--- config.mk ---
export PLATFORM = sky130hd
export DESIGN_NAME = exc_ctrl_regs
export DESIGN_NICKNAME = d
export VERILOG_FILES = /design/src/rtl/exc_ctrl_regs.sv
export SDC_FILE = /design/constraint.sdc
export NUM_CORES = 1
export LEC_CHECK = 0
export ABC_CLOCK_PERIOD_IN_PS = 1600
export BUFFER_PORTS_ARGS = -buffer_cell sky130_fd_sc_hd__buf_2
export CORE_MARGIN = 4
export CORE_UTILIZATION = 42
export DETAILED_ROUTE_END_ITERATION = 7
export GPL_TIMING_DRIVEN = 0
export PLACE_DENSITY = 0.77
export RECOVER_POWER = 25
export SYNTH_ARGS = -nofsm -noshare
export SYNTH_HDL_FRONTEND = slang
export SYNTH_SLANG_ARGS = --single-unit
export TNS_END_PERCENT = 100
--- constraint.sdc ---
create_clock -name clk -period 1.6 [get_ports clk]
set_input_delay 0.08 -clock clk [delete_from_list [all_inputs] [get_ports clk]]
set_output_delay 0.08 -clock clk [all_outputs]
set_load 0.1 [all_outputs]
--- src/rtl/exc_ctrl_regs.sv ---
module exc_ctrl_regs #(
  parameter logic [31:0] HANDLER_ADDR = 32'h8000_0180
) (
  input  logic        clk,
  input  logic        rst_n,
  input  logic [5:0]  irq_lines,
  input  logic        at_boundary,
  input  logic        trap_req,
  input  logic [4:0]  trap_code,
  input  logic        branch_delay,
  input  logic [31:0] pc_next,
  input  logic        eret,
  input  logic [4:0]  reg_num,
  input  logic        reg_wr,
  input  logic [31:0] reg_wdata,
  output logic [31:0] reg_rdata,
  output logic        exc_take,
  output logic        irq_pending,
  output logic [31:0] handler_pc,
  output logic [31:0] ret_pc
);
  localparam logic [4:0] NUM_STATUS = 5'd12;
  localparam logic [4:0] NUM_CAUSE  = 5'd13;
  localparam logic [4:0] NUM_EPC    = 5'd14;

  logic [7:0]  mask_q, pend_q;
  logic        ie_q, exl_q, bd_q;
  logic [4:0]  code_q;
  logic [31:0] epc_q;

  wire wr_status = reg_wr && (reg_num == NUM_STATUS);
  wire wr_cause  = reg_wr && (reg_num == NUM_CAUSE);
  wire wr_epc    = reg_wr && (reg_num == NUM_EPC);

  assign irq_pending = ie_q & ~exl_q & (|(pend_q & mask_q));
  assign exc_take    = trap_req | (at_boundary & irq_pending);
  assign handler_pc  = HANDLER_ADDR;
  assign ret_pc      = epc_q;

  always_ff @(posedge clk) begin
    if (!rst_n) begin
      mask_q <= '0;
      pend_q <= '0;
      ie_q   <= 1'b0;
      exl_q  <= 1'b0;
      bd_q   <= 1'b0;
      code_q <= '0;
      epc_q  <= '0;
    end else begin
      pend_q <= (wr_cause ? reg_wdata[15:8] : pend_q) | {irq_lines, 2'b00};
      if (wr_status) begin
        mask_q <= reg_wdata[15:8];
        ie_q   <= reg_wdata[0];
      end
      if (exc_take) begin
        exl_q  <= 1'b1;
        bd_q   <= branch_delay;
        code_q <= trap_req ? trap_code : 5'd0;
        epc_q  <= trap_req ? (pc_next - 32'd4) : pc_next;
      end else begin
        if (wr_status)  exl_q <= reg_wdata[1];
        else if (eret)  exl_q <= 1'b0;
        if (wr_epc)     epc_q <= reg_wdata;
      end
    end
  end

  always_comb begin
    case (reg_num)
      NUM_STATUS: reg_rdata = {16'd0, mask_q, 3'd0, 1'b1, 2'd0, exl_q, ie_q};
      NUM_CAUSE:  reg_rdata = {bd_q, 15'd0, pend_q, 1'b0, code_q, 2'd0};
      NUM_EPC:    reg_rdata = epc_q;
      default:    reg_rdata = 32'd0;
    endcase
  end

  AST_PEND_CAPTURE: assert property (@(posedge clk) disable iff (!rst_n)
    (irq_lines != 6'd0) |=> ((pend_q[7:2] & $past(irq_lines)) == $past(irq_lines)));
  AST_IRQ_GATED: assert property (@(posedge clk) disable iff (!rst_n)
    irq_pending |-> (ie_q && !exl_q));
  AST_IRQ_SAVE: assert property (@(posedge clk) disable iff (!rst_n)
    (exc_take && !trap_req) |=> (epc_q == $past(pc_next) && code_q == 5'd0 && exl_q));
  AST_TRAP_SAVE: assert property (@(posedge clk) disable iff (!rst_n)
    trap_req |=> (epc_q == $past(pc_next) - 32'd4 && code_q == $past(trap_code)));
  AST_ERET_CLEARS: assert property (@(posedge clk) disable iff (!rst_n)
    (eret && !exc_take && !wr_status) |=> !exl_q);
  AST_USER_BIT: assert property (@(posedge clk) disable iff (!rst_n)
    (reg_num == NUM_STATUS) |-> reg_rdata[4]);
  AST_BD_RECORD: assert property (@(posedge clk) disable iff (!rst_n)
    exc_take |=> (bd_q == $past(branch_delay)));
endmodule

==> results of run 1 <==
[layout make-up]
cell class	count	area (um^2)	area share (%)
antenna	2	5.00	0.0857
buffer	62	490	8.40
clock buffer	5	68.8	1.18
clock inverter	3	21.3	0.364
inverter	12	45.0	0.771
multi-input combinational	346	2760	47.2
sequential	56	1170	20.1
tap	108	135	2.31
timing repair buffer	175	1140	19.6
[metal layers]
| metal | track usage [%] | wire [um] |
|---|---|---|
| met4 | 11.2 | 383 |
| met1 | 29.4 | 5190 |
| met2 | 42.9 | 7090 |
| met5 | 0 | 13 |
| met3 | 4.44 | 1130 |
[power breakdown]
part	total, mW	internal, mW	switching, mW
registers	1.56	1.49	0.0679
clock network	0.829	0.313	0.517
logic	1.61	0.420	1.19
[cell families after synthesis]
group / Yosys count
simple gates: 137
compound gates: 104
buf+inv: 74
flops: 56
mux: 46
xor+xnor: 26
other cells: 2
fa+ha+maj: 1
[sequential cells by signal, summed over array words and instances, names as in the netlist]
signal	count
pend_q	8
mask_q	8
ret_pc	32
ie_q	1
exl_q	1
code_q	5
bd_q	1
[what timing repair did]
action | CTS | global route
buffers inserted | 7 | 4
cloned | 1 | 2
pin swaps | 7 | 22
resized for setup | 105 | 65
endpoints found under the setup margin | 73 | 65
hold endpoints to repair | 10 | 1
hold buffers | 10 | 1
[tightest hold or removal path, stage by stage]
cell and delay (ns):
buf_2 0.10, nand2_1 0.06, a21oi_1 0.06
[layout by cell type, fill, tap and decap left out, drive strengths merged, types with 4 or more instances in the layout]
cell type    count
a211oi          11
buf            186
dfxtp           56
a22oi            4
xnor2           19
inv             13
a311oi           4
nor3            23
o31ai           17
nand2           34
and2            16
nor4            11
dlygate4sd3     11
xor2             7
o21ai           12
mux2            29
a21oi           43
nand3           22
mux2i           17
or3              6
nor2            11
conb            32
clkbuf          45
a22o             7
[how the worst max path moves through the flow]
stage | from | endpoint | cells past startpoint
3_3_place_gp | reg_num[4] | reg_rdata[2] | 6
5_1_grt | pend_q[4] | exc_take | 6
2_1_floorplan | ret_pc[10] | reg_rdata[10] | 2
6_report | mask_q[0] | exc_take | 6
3_5_place_dp | reg_num[4] | reg_rdata[2] | 6
4_1_cts | mask_q[0] | exc_take | 6
==> impl_metrics.yaml, run 1 <==
synth:
  synth-xor-area-share_pct: 6.11
  synth-simple-area-share_pct: 20.6
  netlist.area_leader.share_pct: 30.1
  synthArstFlopShare_pct: 0
  ys_ff_latch: 56
  synth_edf_count: 0
  synth_area_per_cell_um2: 8.36
  synthFlopType: "dfxtp_1"
  netlist_area_mm2: 0.00373
  synth-compound-area-share_pct: 18.1
  seq_area_frac_synth_pct: 30.1
  yosysMostFrequentCell: "dfxtp_1"
  ys_warn_count: 0
  synthAdderAreaFrac_pct: 0.336
  ys_types: 48
  synth_common_cells: "dfxtp_1, a21oi_1, buf_4, nand2_1, clkbuf_1"
  yosysTopAreaCell: "dfxtp_1"
  muxShareOfSynthArea_pct: 13.3
  synth_top_family_by_area: "simple AND/OR/NAND/NOR gates"
  synth_cells: 446
  synthTopCellsByArea: "dfxtp_1, buf_4, a21oi_1"
die:
  initial_utilization_pct: 42.9
  ios: 185
  core_mm2: 0.00868
  rows: 34
  die_x_um: 102
  dieHeight_um: 102
  die_area_mm2: 0.0104
finish:
  nNetsFinal: 746
  final_core_util_pct: 67.3
  stdcell_count: 769
  n_fill_cell: 714
  fin_area_mm2: 0.00584
  drive_gt1_share_pct: 56.6
  syn_to_final_growth_pct: 56.7
timing:
  final.min_clock_period_ns: 1.75
  fin_skew_ns: 0.00488
  tightest_slew_ns: 1.12
  fin_crit_sh_pct: 109
  rsz0062_at_grt: "true"
  relSlewSlack_pct: 25.2
  hold-worst-slack_ns: 0.00969
  drv_slew: 0
  setup_viol: 24
  fmax_ghz: 0.573
  setup_tns_ns: -0.907
  worst_slack_ns: -0.146
  final_hold_viol_count: 0
global_routing:
  grt_pass1_vias: 4005
  antenna_found_initial: 1
  grt_pass1_wl_um: 20200
  grt_max_degree: 19
  grt.total_usage_pct: 24.6
  overflow: 0
clock_network:
  cts.sinks: 56
  cts_tree: "built"
  cts_buffers: 5
  root_buffer: "clkbuf_8"
  clockBufferDepth: 2
  clk_latency_ns: 0.32
  path_clk_slew_ns: 0.11
  htree_levels: 2
min_path:
  min-delay-start: "trap_code[3]"
  min_path_cells: 3
  worstHoldEndpoint: "code_q[3]"
  hold_path_class: "primary input to register"
critical_path:
  start_kind: "register"
  reg2reg_depth: 6
  cp-end-kind: "output pin"
  max_stage_delay_ns: 0.34
  path_cells: "a22oi_2, nand2_2, o2111ai_4, nand2_4, clkbuf_16, buf_12"
  ff2ff_setup_slack_ns: -0.08
  cp_slowest_cell: "dfxtp_2"
  cp_data_required_time_ns: 1.52
  r2r_start: "mask_q[0]"
  worstReg2RegEnd: "ret_pc[20]"
  worstPathMaxFanout: 10
  cpLargestDelayFamily: "compound AO/OA/AOI/OAI gates"
  path_buf_inv: 2
  critPathKind: "register to output pin"
  cp.arrival_ns: 1.67
power:
  power_mw: 3.99
  vdd_drop_max_v: 0.000421
  p_leak_nw: 2.56
  p_per_area_mw_per_mm2: 683
place:
  placed_area_mm2: 0.00484
  gp_congestion: 0.853
  dp_slack_ns: -0.759
  dp_cells: 734
  numPortBuffers: 150
  hpwl_um: 9740
flow_run:
  maxCapViolCount: 0
route:
  drtAntennaViolNets: 0
  vias_per_cell: 5.38
  drt-total-wl_um: 13800
  drtPass1Iterations: 4
  drt_iter0_markers: 165
  wire_per_inst_um: 17.9
  drc_errors: 0
  dr_total_vias: 4141
status:
  status: "complete, but fails checks"
  violations: "negative setup slack"
No activity file was read; power rests on OpenSTA's default activity.
==> run 2: changes to the inputs <==
==> constraint.sdc (replaced) <==
create_clock -name clk -period 1.6 [get_ports clk]
set_input_delay 0.32 -clock clk [delete_from_list [all_inputs] [get_ports clk]]
set_output_delay 0.32 -clock clk [all_outputs]
set_load 0.1 [all_outputs]
==> run 2 against run 1 <==
The flow still finishes with violations (negative setup slack). Cell count increased by 2.1%. Utilization rose by 12 points. Total power up 3.7%. Cell area up 18%. Sequential power is essentially flat. Maximum frequency fell by 12%. Die area stayed put. Count of clock-buffer cells in the layout is 2 higher. Flip-flop and latch count is the same. Combinational power is 7% higher. Hold slack better by 0.21 ns. Clock skew grew 0.0079 ns. Critical endpoint unchanged. Largest power group unchanged.
==> impl_metrics.yaml, run 2 (same netlist as run 1, synthesis figures left out) <==
status:
  status: "complete, but fails checks"
  violations: "negative setup slack"
route:
  vias_per_cell: 5.85
  dr_total_vias: 4591
  drtAntennaViolNets: 0
  drc_errors: 0
  drt_iter0_markers: 284
  drt-total-wl_um: 17600
  wire_per_inst_um: 22.4
  drtPass1Iterations: 5
finish:
  n_fill_cell: 512
  layout.cells.most_common: "buf_2"
  largest_reg_flops: 32
  final_cell_mix: "buf_2, buf_4, buf_12"
  stdcell_count: 785
  nNetsFinal: 764
  syn_to_final_growth_pct: 84.7
  drive_gt1_share_pct: 62.8
  final_core_util_pct: 79.3
  num_antenna_cells: 0
global_routing:
  grt.total_usage_pct: 29.9
  overflow: 0
  antenna_found_initial: 0
  grt_pass1_vias: 4558
  grt_max_degree: 17
  grt_pass1_wl_um: 24000
timing:
  final.min_clock_period_ns: 1.99
  relSlewSlack_pct: 27.3
  fin_skew_ns: 0.0128
  setup_viol: 73
  final_hold_viol_count: 0
  worst_slack_ns: -0.394
  fmax_ghz: 0.502
  tightest_slew_ns: 1.09
  drv_slew: 0
  fin_crit_sh_pct: 125
  rsz0062_at_grt: "true"
  setup_tns_ns: -17.22
power:
  p_comb_share_pct: 41.8
  clkPwrFrac_pct: 20.3
  power_mw: 4.14
  p_switching_mw: 1.87
  power.internal_mw: 2.27
  p_per_area_mw_per_mm2: 601
  p_sw_share_pct: 45.2
  pwr-share-seq_pct: 37.9
  p_leak_nw: 3.02
  vdd_drop_max_v: 0.000475
place:
  dp_slack_ns: -0.728
  dp_cells: 734
  numPortBuffers: 150
  hpwl_um: 9970
  gp_congestion: 0.868
critical_path:
  cp-startpoint: "mask_q[6]"
  worstReg2RegEnd: "ret_pc[0]"
  cp-end-kind: "output pin"
  cp_data_required_time_ns: 1.28
  max_stage_delay_ns: 0.34
  path_cells: "a22oi_2, nand2_2, o2111ai_4, nand2_4, clkbuf_16, buf_16"
  cp.arrival_ns: 1.67
  cp_slowest_cell: "dfxtp_2"
  reg2reg_depth: 10
  ff2ff_setup_slack_ns: -0.36
  start_kind: "register"
  critPathKind: "register to output pin"
  worstPathMaxFanout: 3
  r2r_start: "mask_q[6]"
die:
  die_x_um: 102
  rows: 34
  dieHeight_um: 102
  initial_utilization_pct: 42.9
  ios: 185
  die_area_mm2: 0.0104
  core_mm2: 0.00868
clock_network:
  cts_buffers: 5
  cts_tree: "built"
  clk_latency_ns: 0.33
  path_clk_slew_ns: 0.10
  root_buffer: "clkbuf_8"
  htree_levels: 2
  cts.sinks: 56
  clockBufferDepth: 2
min_path:
  min_path_cells: 3
  worstHoldEndpoint: "pend_q[3]"
  min-delay-start: "irq_lines[1]"
  hold_path_class: "primary input to register"
flow_run:
  maxCapViolCount: 0
[run 2: cell count changes in the layout (fill, tap and decap cells not counted), moves of 10 or more]
cell,previous run,this run
buf_4,70,56
and2_4,0,16
dlygate4sd3_1,11,0
and2_2,16,0
buf_12,2,36
buf_2,96,107
nand2_1,31,21
dfxtp_1,14,28
dfxtp_2,42,28
[run 2: power groups by stage]
stage	clock network, mW	logic (mW)	registers, mW
after floorplan	0	0.776	1.98
after global placement	0	1.45	1.58
after detailed placement	0	1.47	1.58
after CTS	0.798	1.60	1.56
after global routing	0.873	1.78	1.58
final	0.840	1.73	1.57
[run 2: layout make-up]
type / count / area (um^2) / share of cell area, %
Inverter: 12 / 45.0 / 0.654
Clock inverter: 1 / 8.76 / 0.127
Buffer: 62 / 627 / 9.11
Multi-Input combinational cell: 346 / 3110 / 45.2
Timing Repair Buffer: 193 / 1720 / 25.0
Tap cell: 108 / 135 / 1.96
Sequential cell: 56 / 1160 / 16.8
Clock buffer: 7 / 76.3 / 1.11
[run 2: worst max-delay path, delay by kind of cell (launching register included)]
kind / cells / cell delay (ns)
buffers and inverters: 2 / 0.33
DFF: 1 / 0.34
and+or+nand+nor: 2 / 0.21
AOI/OAI and AO/OA: 2 / 0.47
[run 2: metrics by stage]
step / instance area (um^2) / hold slack, ns
finish: 6880 / 0.220
global route: 6880 / 0.231
CTS: 6530 / 0.228
detailed placement: 5110 / 0.463
global placement: 5110 / 0.458
floorplan: 4230 / 0.418
[run 2: how the worst max path moves through the flow]
stage | to | slack, ns | depth (start not counted)
global route | exc_take | -0.45 | 6
floorplan | reg_rdata[10] | -0.20 | 5
global placement | reg_rdata[22] | -0.70 | 6
detailed placement | reg_rdata[28] | -0.73 | 6
CTS | exc_take | -0.35 | 6
finish | exc_take | -0.39 | 6
[run 2: routing by layer]
layer	wire (um)	global-route usage, %	up-vias
li1	-	-	2009
met1	6060	33.3	2185
met2	9000	53.4	323
met3	1580	6.96	74
met4	913	14.2	0
met5	0	0	-
[run 2: what timing repair did]
action | 4_1_cts | 5_1_grt
pin swaps | 29 | 38
gates cloned | 5 | 2
setup endpoints to repair | 81 | 79
setup buffers | 33 | 9
resized for setup | 242 | 75
hold buffers | 0 | 0
